[src/rtl/eoand_pkg.sv]
package eoand_pkg;

    localparam int RAIL_W = 2;

    typedef enum logic [RAIL_W-1:0] {
        DR_EMPTY = 2'b00,
        DR_ZERO  = 2'b01,
        DR_ONE   = 2'b10,
        DR_BAD   = 2'b11
    } dr_code_t;

    typedef struct packed {
        logic     fire;
        dr_code_t code;
    } eval_res_t;

    function automatic logic dr_present(input logic [RAIL_W-1:0] c);
        return (c == DR_ZERO) || (c == DR_ONE);
    endfunction

    function automatic logic dr_is_zero(input logic [RAIL_W-1:0] c);
        return c == DR_ZERO;
    endfunction

    function automatic logic dr_is_one(input logic [RAIL_W-1:0] c);
        return c == DR_ONE;
    endfunction

endpackage

[src/rtl/eoand_celem.sv]
module eoand_celem #(
    parameter int N_IN = 2
) (
    input  logic            clk,
    input  logic            rst,
    input  logic [N_IN-1:0] in_bits,
    output logic            q
);
    logic all_hi;
    logic all_lo;

    assign all_hi = &in_bits;
    assign all_lo = ~(|in_bits);

    // Rendezvous cell: rise on unanimous high, fall on unanimous low, else hold.
    always_ff @(posedge clk) begin
        if (rst) begin
            q <= 1'b0;
        end else if (all_hi) begin
            q <= 1'b1;
        end else if (all_lo) begin
            q <= 1'b0;
        end
    end
endmodule

[src/rtl/eoand_eval.sv]
module eoand_eval
    import eoand_pkg::*;
#(
    parameter int N_OPS = 2,
    localparam int BUS_W = N_OPS * RAIL_W
) (
    input  logic [BUS_W-1:0] ops,
    output eval_res_t        res,
    output logic [N_OPS-1:0] present,
    output logic             all_empty
);
    logic [N_OPS-1:0] is_zero;
    logic [N_OPS-1:0] is_one;

    for (genvar g = 0; g < N_OPS; g++) begin : g_op
        logic [RAIL_W-1:0] c;
        assign c          = ops[g*RAIL_W +: RAIL_W];
        assign is_zero[g] = dr_is_zero(c);
        assign is_one[g]  = dr_is_one(c);
        assign present[g] = dr_present(c);
    end

    assign all_empty = ~(|present);

    // A zero on any operand decides the AND; a one needs every operand.
    always_comb begin
        res.fire = 1'b0;
        res.code = DR_EMPTY;
        if (|is_zero) begin
            res.fire = 1'b1;
            res.code = DR_ZERO;
        end else if (&is_one) begin
            res.fire = 1'b1;
            res.code = DR_ONE;
        end
    end
endmodule

[src/rtl/eoand_rail.sv]
module eoand_rail
    import eoand_pkg::*;
(
    input  logic      clk,
    input  logic      rst,
    input  eval_res_t res,
    input  logic      ops_empty,
    input  logic      dn_ack,
    output dr_code_t  y
);
    always_ff @(posedge clk) begin
        if (rst) begin
            y <= DR_EMPTY;
        end else if (y == DR_EMPTY) begin
            if (!dn_ack && res.fire) begin
                y <= res.code;
            end
        end else if (ops_empty && dn_ack) begin
            y <= DR_EMPTY;
        end
    end
endmodule

[src/rtl/eoand_stage.sv]
module eoand_stage
    import eoand_pkg::*;
#(
    parameter int N_OPS = 2,
    localparam int BUS_W = N_OPS * RAIL_W
) (
    input  logic       clk,
    input  logic       rst,
    input  logic [1:0] a_rail,
    output logic       a_ack,
    input  logic [1:0] b_rail,
    output logic       b_ack,
    output logic [1:0] y_rail,
    output logic       y_valid,
    input  logic       y_ack
);
    logic [BUS_W-1:0] ops;
    eval_res_t        res;
    logic [N_OPS-1:0] present;
    logic             ops_empty;
    dr_code_t         y_q;
    logic             y_present;
    logic             valid_q;
    logic             ack_q;

    assign ops = {b_rail, a_rail};

    eoand_eval #(.N_OPS(N_OPS)) u_eval (
        .ops       (ops),
        .res       (res),
        .present   (present),
        .all_empty (ops_empty)
    );

    eoand_rail u_rail (
        .clk       (clk),
        .rst       (rst),
        .res       (res),
        .ops_empty (ops_empty),
        .dn_ack    (y_ack),
        .y         (y_q)
    );

    assign y_present = dr_present(y_q);

    // Validity joins every operand's arrival with the presence of the result.
    eoand_celem #(.N_IN(N_OPS + 1)) u_valid (
        .clk     (clk),
        .rst     (rst),
        .in_bits ({y_present, present}),
        .q       (valid_q)
    );

    // Upstream acknowledge joins the result with its validity.
    eoand_celem #(.N_IN(2)) u_ack (
        .clk     (clk),
        .rst     (rst),
        .in_bits ({y_present, valid_q}),
        .q       (ack_q)
    );

    assign y_rail  = y_q;
    assign y_valid = valid_q;
    assign a_ack   = ack_q;
    assign b_ack   = ack_q;
endmodule

[config.mk]
export PLATFORM = sky130hd
export DESIGN_NAME = eoand_stage
export DESIGN_NICKNAME = d
export VERILOG_FILES = /design/src/rtl/eoand_pkg.sv /design/src/rtl/eoand_celem.sv /design/src/rtl/eoand_eval.sv /design/src/rtl/eoand_rail.sv /design/src/rtl/eoand_stage.sv
export SDC_FILE = /design/constraint.sdc
export NUM_CORES = 1
export LEC_CHECK = 0
export BUFFER_PORTS_ARGS = -buffer_cell sky130_fd_sc_hd__buf_2
export CAP_MARGIN = 20
export CORE_AREA = 2 2 39 41
export CTS_BUF_LIST = sky130_fd_sc_hd__clkbuf_2
export DETAILED_ROUTE_END_ITERATION = 8
export DIE_AREA = 0 0 41 43
export PLACE_DENSITY_LB_ADDON = 0.08
export SYNTH_ARGS = -nofsm -noshare
export SYNTH_HDL_FRONTEND = slang
export SYNTH_HIERARCHICAL = 1
export SYNTH_SLANG_ARGS = --single-unit
[constraint.sdc]
create_clock -name clk -period 1.7 [get_ports clk]
set_input_delay 0.34 -clock clk [delete_from_list [all_inputs] [get_ports clk]]
set_output_delay 0.34 -clock clk [all_outputs]
set_load 0.01 [all_outputs]
==> results.txt, run 1 <==
----------------------------------------------------
[Status]
  Outcome ... complete, no violations

[CTS]
  TritonCTS clock tree ... done
  Deepest level of the CTS H-tree ... 1
  Post-CTS setup buffer count ... 0
  Buffers from clock root to sink, at most ... 2
  Resized cells post-CTS ... 0
  Clock buffers created by TritonCTS ... 3
  Clock tree root driver cell ... clkbuf_2
  Clock transition at the registers of the reported paths ... 0.04 ns
  Clock tree sinks ... 4
  Hold-fix buffers, CTS ... 0
  Worst-Skew Late Latency ... 0.20 ns

[Timing]
  Worst slew margin relative to its limit ... 0.8181
  Min cycle time layout ... 1.259 ns
  Unrepaired setup endpoints after global routing ... false
  Count of endpoints failing setup in the final report ... 0
  Fmax achieved ... 794.2 MHz
  Fin worst setup slack ... 0.4408 ns
  Pins over their slew limit ... 0
  Final worst clock skew ... 0.001217 ns
  Setup TNS ... 0 ns
  Fraction of the cycle the final worst path needs ... 0.7407
  Actual transition at the worst max-transition pin ... 0.2719 ns
  Number of hold-slack violations in the final timing report ... 0

[Critical path]
  Critical path class ... reg2reg
  Required time at the worst-slack endpoint ... 1.79 ns
  Endpoint class of the critical path ... flip-flop
  Peak fanout along the critical path ... 4
  Worst reg-to-reg path cell count ... 4
  Critical path launch point type ... flip-flop
  Worst EP arrival ... 1.35 ns
  R2r setup slk ... 0.44 ns
  Critical R2R Launch ... u_rail/y[0]
  FF-to-FF End ... u_ack/q

[Finish]
  Combined area of the multi-input logic cells ... 183.9 um2
  Most common cell after layout, fill and taps aside ... buf_2
  Post-synthesis to final-layout area growth ... 27.73%
  Storage cell area ... 80.08 um2
  Final Util ... 0.2749
  Commonest cells after routing, fill and taps aside ... buf_2, inv_1, ha_1
  Layout cell share with drive strength beyond 1 ... 0.3125
  Final standard cell area without fillers ... 380.4 um2
  Layout fillers ... 155
  Number of nets at the end of the flow ... 62
  Ant diodes ... 0

[Route]
  Router iterations before antenna repair ... 2
  Wire length after detailed routing ... 577 um
  Starting DRC count in detailed routing ... 2
  DR vias ... 260
  Number of remaining DRC errors ... 0
  Antenna-violating nets left ... 0
  Average vias per placed instance ... 4.063
  DR WL/cell ... 9.016 um

[Floorplanning]
  # rows ... 14
  Starting density of the core ... 0.2152
  Area enclosed by the die boundary ... 0.001763 mm2
  Die Width ... 41 um
  DIE HEIGHT ... 43 um
  Area of the core region ... 0.001384 mm2
  I/O pin count ... 12

[GRT]
  Total global routing overflow ... 0
  Initial antenna violation count ... 0
  Tot GR Track Use ... 0.08844
  Via count of the first global-routing pass ... 265
  First-pass GRT wire length ... 1000 um
  Largest net degree at the start of global routing ... 6

[Synthesis]
  Synthesized netlist net count ... 47
  Async set-reset flop share out of synthesis ... 0
  Most area-hungry cell type in the Yosys netlist ... dfxtp_1
  Predominant post-synthesis flop cell ... dfxtp_1
  Synth Area per Inst ... 8.508 um2
  Cell area after technology mapping ... 297.8 um2
  Share of the synthesized area in the top cell type ... 0.2689
  Number of enable-type register cells in the synthesized netlist ... 0
  Portion of the post-synthesis area used by sequential elements ... 0.2689
  Total number of yosys warnings ... 6
  Number of library cell types mapped by synthesis ... 20
  Count of mapped cells out of synthesis ... 35
  Cell types with the largest area share after synthesis ... dfxtp_1, ha_1, inv_1, and4bb_2, nor2_1
  Synthesis-stage register bit count ... 4

[Placement]
  Area after detailed placement ... 365.4 um2
  Half-perimeter wire length after placement ... 486.9 um
  Input/output buffers ... 11
  Routability congestion estimate ... 0.6193
  Pre-CTS worst setup slack ... 0.2496 ns

[Pwr]
  Peak supply drop ... 209.0 uV
  Overall power ... 0.0002296 W
  Cell Pwr Density ... 603.5 mW/mm2
  Leakage dissipation ... 0.2330 nW

[Min path]
  Worst hold path stage count ... 2
  Worst min-delay path class ... in2reg
  Hold path endpoint ... u_rail/y[0]
  Source of the worst hold timing path ... rst

[Run]
  Max Cap Viol ... 0

----------------------------------------------------
==> area by class of cell <==
cell class / count / share of cell area
timing repair buffer: 11 / 0.1447
inverter: 7 / 0.06908
tap: 16 / 0.05263
clock buffer: 3 / 0.03947
sequential: 4 / 0.2105
multi-input combinational: 23 / 0.4836
==> cell families (layout without fill, tap and decap cells) <==
logic type,after synthesis,count (layout),synth area share
AND/OR/NAND/NOR,10,10,0.1975
buffers and inverters,8,21,0.1135
AO/OA/AOI/OAI,6,6,0.1471
adder cells (fa/ha/maj),5,5,0.2101
flip-flops,4,4,0.2689
XOR/XNOR,1,1,0.02942
multiplexers,1,1,0.03361
==> per-stage QoR <==
step           hold slack, ns  std cells
2_1_floorplan          0.4124         35
3_3_place_gp           0.5047         61
3_5_place_dp           0.5254         61
4_1_cts                0.3468         64
5_1_grt                0.3479         64
6_report               0.3569         64
==> power by group <==
part / internal, W / total [W] / switching, W
clock network: 0.0000474 / 0.0000841 / 0.0000367
logic: 0.0000232 / 0.0000464 / 0.0000233
registers: 0.0000967 / 0.0000990 / 0.00000234
total: 0.000167 / 0.000230 / 0.0000623
==> flip-flops by register name, summed over array words and instances, names as in the netlist <==
register and count:
u_rail/y 2, u_ack/q 1, u_valid/q 1
==> how the worst max path moves through the flow <==
stage,start,to,slack [ns],depth (start not counted)
6_report,u_rail/y[0],u_ack/q,0.44,4
5_1_grt,u_rail/y[0],u_ack/q,0.32,4
4_1_cts,u_rail/y[0],u_ack/q,0.45,4
3_5_place_dp,a_rail[0],u_rail/y[0],0.25,7
3_3_place_gp,a_rail[0],u_rail/y[0],0.27,7
2_1_floorplan,a_rail[0],u_rail/y[0],0.42,6
==> layer usage <==
metal	up-vias	track usage	part of all wire
met2	9	0.1344	0.47
met5	-	0	0
met4	0	0.06000	0
li1	144	-	-
met1	107	0.08710	0.43
met3	0	0.04712	0.094
==> cell usage after synthesis, types with 3 or more instances <==
master and count:
ha_1 5, inv_1 7, dfxtp_1 4, nor2_1 3
==> worst max-delay path: stages, from the launching register on <==
cell     delay [ns]
dfxtp_1        0.37
xor2_1         0.27
ha_1           0.30
mux2i_1        0.16
nor2_1         0.05
(Power assumes the default switching activity.)
==> run 2, diff against run 1 <==
clock period = 1.1 ns   (was 1.7 ns; I/O delays follow)
==> results.txt, run 2 (same netlist as run 1, synthesis figures left out) <==
----------------------------------------------------
[Critical path]
  Critical path class ... reg2reg
  Endpoint class of the critical path ... flip-flop
  CP top delay family ... flip-flops
  WP buf/inv ... 0
  Cell Chain, Critical Path ... xor2_2 > ha_1 > mux2i_1 > nor2_1
  Critical path launch point type ... flip-flop
  CP max stage delay ... 0.32 ns
  Required time at the worst-slack endpoint ... 1.19 ns
  Worst EP arrival ... 1.22 ns
  Critical path's slowest cell ... dfxtp_2
  Peak fanout along the critical path ... 2

[Route]
  Starting DRC count in detailed routing ... 2
  Average vias per placed instance ... 4.224
  Antenna-violating nets left ... 0
  DR vias ... 283
  Wire length after detailed routing ... 600 um
  Number of remaining DRC errors ... 0
  Router iterations before antenna repair ... 4
  DR WL/cell ... 8.955 um

[Finish]
  Number of nets at the end of the flow ... 65
  Most common cell after layout, fill and taps aside ... buf_2
  Post-synthesis to final-layout area growth ... 51.26%
  Number of flip-flops under the largest register name ... 2
  Reg with most FFs ... u_rail/y
  Ant diodes ... 0
  Commonest cells after routing, fill and taps aside ... buf_2, inv_1, buf_4
  Top Registers ... u_rail/y: 2 flops, u_ack/q: 1 flops, u_valid/q: 1 flops
  Non-filler cells in the finished layout ... 67
  Layout cell share with drive strength beyond 1 ... 0.5294

[CTS]
  Clock transition at the registers of the reported paths ... 0.04 ns
  Worst-Skew Late Latency ... 0.20 ns
  Clock buffers created by TritonCTS ... 3
  TritonCTS clock tree ... done
  Buffers from clock root to sink, at most ... 2
  Clock tree root driver cell ... clkbuf_2
  Deepest level of the CTS H-tree ... 1
  Clock tree sinks ... 4

[Timing]
  Setup TNS ... -0.02749 ns
  Actual transition at the worst max-transition pin ... 0.1752 ns
  Count of endpoints failing setup in the final report ... 1
  Fmax achieved ... 886.9 MHz
  Final worst clock skew ... 0.0002013 ns
  Worst slew margin relative to its limit ... 0.8832
  Pins over their slew limit ... 0
  Fraction of the cycle the final worst path needs ... 1.025
  Unrepaired setup endpoints after global routing ... true
  Min cycle time layout ... 1.127 ns
  Fin worst setup slack ... -0.02749 ns
  Number of hold-slack violations in the final timing report ... 0

[Floorplanning]
  DIE HEIGHT ... 43 um
  Area of the core region ... 0.001384 mm2
  Die Width ... 41 um
  Area enclosed by the die boundary ... 0.001763 mm2
  # rows ... 14
  I/O pin count ... 12
  Starting density of the core ... 0.2152

[GRT]
  Via count of the first global-routing pass ... 267
  Tot GR Track Use ... 0.09356
  First-pass GRT wire length ... 1041 um
  Largest net degree at the start of global routing ... 6
  Total global routing overflow ... 0
  Initial antenna violation count ... 0

[Pwr]
  Overall power ... 0.0003745 W
  Switching power total ... 0.00009875 W
  Switching share of power ... 0.2637
  Share of total power in the clock network ... 0.330
  Leakage dissipation ... 0.2518 nW
  Seq pwr share ... 0.410
  Peak supply drop ... 388.8 uV
  Total internal power ... 0.0002758 W
  Cell Pwr Density ... 831.4 mW/mm2
  Portion of total power attributed to combinational logic ... 0.260

[Status]
  Outcome ... complete, but fails checks
  Failing checks ... negative setup slack

[Min path]
  Worst min-delay path class ... in2reg

[Run]
  Max Cap Viol ... 0

[Placement]
  Placed insts ... 63
  Routability congestion estimate ... 0.6039
  Half-perimeter wire length after placement ... 526.1 um
  Input/output buffers ... 11
  Pre-CTS worst setup slack ... -0.2000 ns

----------------------------------------------------
-- run 2: changes by cell type in the layout (fill, tap and decap cells not counted), sizes merged --
| cell | change |
|---|---|
| buf | +3 |
-- run 2: layout make-up --
cell class | instances | area [um2]
sequential | 4 | 82.58
clock buffer | 3 | 15.01
inverter | 7 | 26.28
tap | 16 | 20.02
multi-input combinational | 23 | 226.5
fill | 155 | 933.4
timing repair buffer | 14 | 80.08
-- run 2: worst paths after layout --
path          startpoint          end  slack, ns  cells after the start
min                  rst  u_rail/y[0]       0.23                      2
max reg2reg  u_rail/y[0]      u_ack/q      -0.03                      4
min reg2reg      u_ack/q      u_ack/q       0.51                      2
max          u_rail/y[0]      u_ack/q      -0.03                      4
-- run 2: layer usage --
metal  routed length (um)  track usage
met1                  235      0.09061
met2                  323       0.1344
met3                   41      0.03665
met4                    0       0.1000
met5                    0            0
-- run 2: what timing repair did --
action,in CTS,in global routing
gates resized for setup,0,1
hold buffers,0,0
setup buffers,1,0
setup endpoints to repair,1,2
pin swaps,2,1
-- run 2: per-stage QoR --
stage / util / instance area [um2] / hold WS [ns]
5_1_grt: 0.3255 / 450.4 / 0.2099
6_report: 0.3255 / 450.4 / 0.2340
2_1_floorplan: - / 342.8 / 0.2850
3_5_place_dp: 0.3074 / 425.4 / 0.4497
4_1_cts: 0.3237 / 447.9 / 0.2249
3_3_place_gp: 0.3074 / 425.4 / 0.4464
-- run 2: power by group through the flow --
stage / logic (W) / registers, W / clock network [W]
finish: 0.0000975 / 0.000154 / 0.000123
global route: 0.000111 / 0.000153 / 0.000157
CTS: 0.0000983 / 0.000153 / 0.000134
detailed placement: 0.0000943 / 0.000156 / 0
global placement: 0.0000913 / 0.000156 / 0
floorplan: 0.0000538 / 0.000158 / 0
==> run 3, diff against run 2 <==
ABC_AREA = 1   (was not set)
MAX_ROUTING_LAYER = met4   (was not set)
==> results.txt, run 3 <==
----------------------------------------------------
[Min path]
  Worst min-delay path class ... in2reg
  Worst hold path stage count ... 4

[Placement]
  Half-perimeter wire length after placement ... 574.3 um
  Pre-CTS worst setup slack ... -0.1497 ns
  Placed insts ... 101
  Input/output buffers ... 11
  Routability congestion estimate ... 0.6818

[Synthesis]
  Cell area after technology mapping ... 409.1 um2
  Most area-hungry cell type in the Yosys netlist ... dfxtp_1
  Predominant post-synthesis flop cell ... dfxtp_1
  Count of mapped cells out of synthesis ... 71
  Synth Area per Inst ... 5.763 um2
  Number of library cell types mapped by synthesis ... 12
  Synthesized netlist net count ... 83
  Cell types with the largest area share after synthesis ... dfxtp_1, inv_1, nand2_1, ha_1, nor2_1
  Synthesis-stage register bit count ... 4
  Total number of yosys warnings ... 6
  Number of enable-type register cells in the synthesized netlist ... 0
  Async set-reset flop share out of synthesis ... 0
  Commonest cells in the synthesized netlist ... inv_1, nand2_1, nor2_1, ha_1
  Share of the synthesized area in the top cell type ... 0.1957
  Portion of the post-synthesis area used by sequential elements ... 0.1957

[Timing]
  Fin worst setup slack ... 0.06253 ns
  Final worst clock skew ... 0.00009925 ns
  Fraction of the cycle the final worst path needs ... 0.9432
  Actual transition at the worst max-transition pin ... 0.1557 ns
  Fmax achieved ... 963.9 MHz
  Worst slew margin relative to its limit ... 0.8961
  Pins over their slew limit ... 0
  Number of hold-slack violations in the final timing report ... 0
  Min cycle time layout ... 1.037 ns
  Count of endpoints failing setup in the final report ... 0

[GRT]
  Initial antenna violation count ... 0
  Tot GR Track Use ... 0.08951
  Met1 track demand over resource in global routing ... 0.1093
  Routing usage on met3 ... 0.06283
  Via count of the first global-routing pass ... 310
  First-pass GRT wire length ... 1035 um
  Total global routing overflow ... 0
  Largest net degree at the start of global routing ... 5
  Met2 usage ... 0.1188
  Busiest layer in global routing ... met2

[Route]
  DR vias ... 394
  Wire length after detailed routing ... 724 um
  Average vias per placed instance ... 3.788
  Router iterations before antenna repair ... 2
  Starting DRC count in detailed routing ... 5
  Number of remaining DRC errors ... 0
  DR WL/cell ... 6.962 um
  Antenna-violating nets left ... 0

[Floorplanning]
  DIE HEIGHT ... 43 um
  Starting density of the core ... 0.2957
  I/O pin count ... 12
  Area enclosed by the die boundary ... 0.001763 mm2
  # rows ... 14
  Area of the core region ... 0.001384 mm2
  Die Width ... 41 um

[Finish]
  Non-filler cells in the finished layout ... 104
  Final Util ... 0.4132
  Top Registers ... u_rail/y: 2 flops, u_ack/q: 1 flops, u_valid/q: 1 flops
  Layout cell share with drive strength beyond 1 ... 0.3977
  Number of flip-flops under the largest register name ... 2
  Most common cell after layout, fill and taps aside ... inv_1
  Commonest cells after routing, fill and taps aside ... inv_1, nand2_1, buf_2
  Post-synthesis to final-layout area growth ... 39.76%
  Number of nets at the end of the flow ... 102
  Ant diodes ... 0
  Reg with most FFs ... u_rail/y

[Critical path]
  Cell Chain, Critical Path ... inv_1 > nand2_1 > nand2_2 > ha_4 > nand2_2 > nand2_2 > nor2_2
  Critical path launch point type ... flip-flop
  Endpoint class of the critical path ... flip-flop
  WP buf/inv ... 1
  Required time at the worst-slack endpoint ... 1.20 ns
  Peak fanout along the critical path ... 4
  Critical path class ... reg2reg
  Critical path depth in cells ... 7
  CP top delay family ... flip-flops
  Worst EP arrival ... 1.14 ns
  Critical Path Most Common Cell ... nand2_2
  Critical path's slowest cell ... dfxtp_2
  Worst reg-to-reg path cell count ... 7
  CP max stage delay ... 0.34 ns

[Pwr]
  Cell Pwr Density ... 1082 mW/mm2
  Peak supply drop ... 479.8 uV
  Leakage dissipation ... 0.3423 nW

[CTS]
  Deepest level of the CTS H-tree ... 1
  Worst-Skew Late Latency ... 0.21 ns
  Clock buffers created by TritonCTS ... 3
  Post-CTS setup buffer count ... 0
  Buffers from clock root to sink, at most ... 2
  Clock tree root driver cell ... clkbuf_2
  Clock tree sinks ... 4
  Clock transition at the registers of the reported paths ... 0.04 ns
  TritonCTS clock tree ... done

[Run]
  Max Cap Viol ... 0

[Status]
  Outcome ... complete, no violations

----------------------------------------------------
-- run 3: cell types whose count changed after synthesis, sizes merged, moves of 4 or more --
cell / previous run / this run
nor2: 3 / 11
nand3: 0 / 4
inv: 7 / 23
nand2: 1 / 23
-- run 3: area by class of cell --
class / count / area [um2]
Clock buffer: 3 / 15.01
Fill cell: 160 / 812.0
Inverter: 23 / 86.33
Multi-Input combinational cell: 43 / 282.8
Sequential cell: 4 / 82.58
Tap cell: 16 / 20.02
Timing Repair Buffer: 15 / 85.08
-- run 3: per-stage QoR --
step / hold slack [ns] / power [W] / instance area (um2) / TNS (ns)
final: 0.2736 / 0.0006184 / 571.8 / 0
after global routing: 0.2920 / 0.0006799 / 571.8 / -0.00002687
after CTS: 0.2772 / 0.0005927 / 524.3 / 0
after detailed placement: 0.5042 / 0.0004568 / 509.2 / -0.2943
after global placement: 0.5051 / 0.0004535 / 509.2 / -0.2925
after floorplan: 0.3681 / 0.0003699 / 411.6 / 0
-- run 3: kinds of logic (layout without fill, tap and decap cells) --
family | Yosys count | in the layout | synth area share
fa+ha+maj | 5 | 5 | 0.1529
buf+inv | 24 | 41 | 0.2294
flops | 4 | 4 | 0.1957
simple gates | 38 | 38 | 0.4221
-- run 3: layer usage --
metal  wire (um)  vias to the layer above
met4           0                        0
met1         354                      152
met2         316                       12
met5           0                        -
li1            -                      230
met3          53                        0
-- run 3: path summary, 6_finish.rpt --
check	from	to	slack (ns)
setup / recovery	u_rail/y[1]	u_ack/q	0.06
hold / removal	rst	u_ack/q	0.27
setup reg to reg	u_rail/y[1]	u_ack/q	0.06
hold reg to reg	u_rail/y[1]	u_rail/y[1]	0.51
-- run 3: what timing repair did --
| action | 4_1_cts | 5_1_grt |
|---|---|---|
| hold endpoints to repair | 0 | 0 |
| hold buffers | 0 | 0 |
| resized for setup | 0 | 7 |
| setup endpoints to repair | 0 | 3 |
-- run 3: worst register-to-register path: cells and delay by family (launching register included) --
family	cells	cell delay, ns
AND/OR/NAND/NOR	5	0.28
buffers and inverters	1	0.04
flip-flops	1	0.34
adder cells (fa/ha/maj)	1	0.27
-- run 3: power breakdown --
group / leakage, nW / switching, W / internal [W]
registers: 0.0335 / 0.0000148 / 0.000167
clock network: 0.0125 / 0.0000584 / 0.0000732
logic: 0.296 / 0.000167 / 0.000138
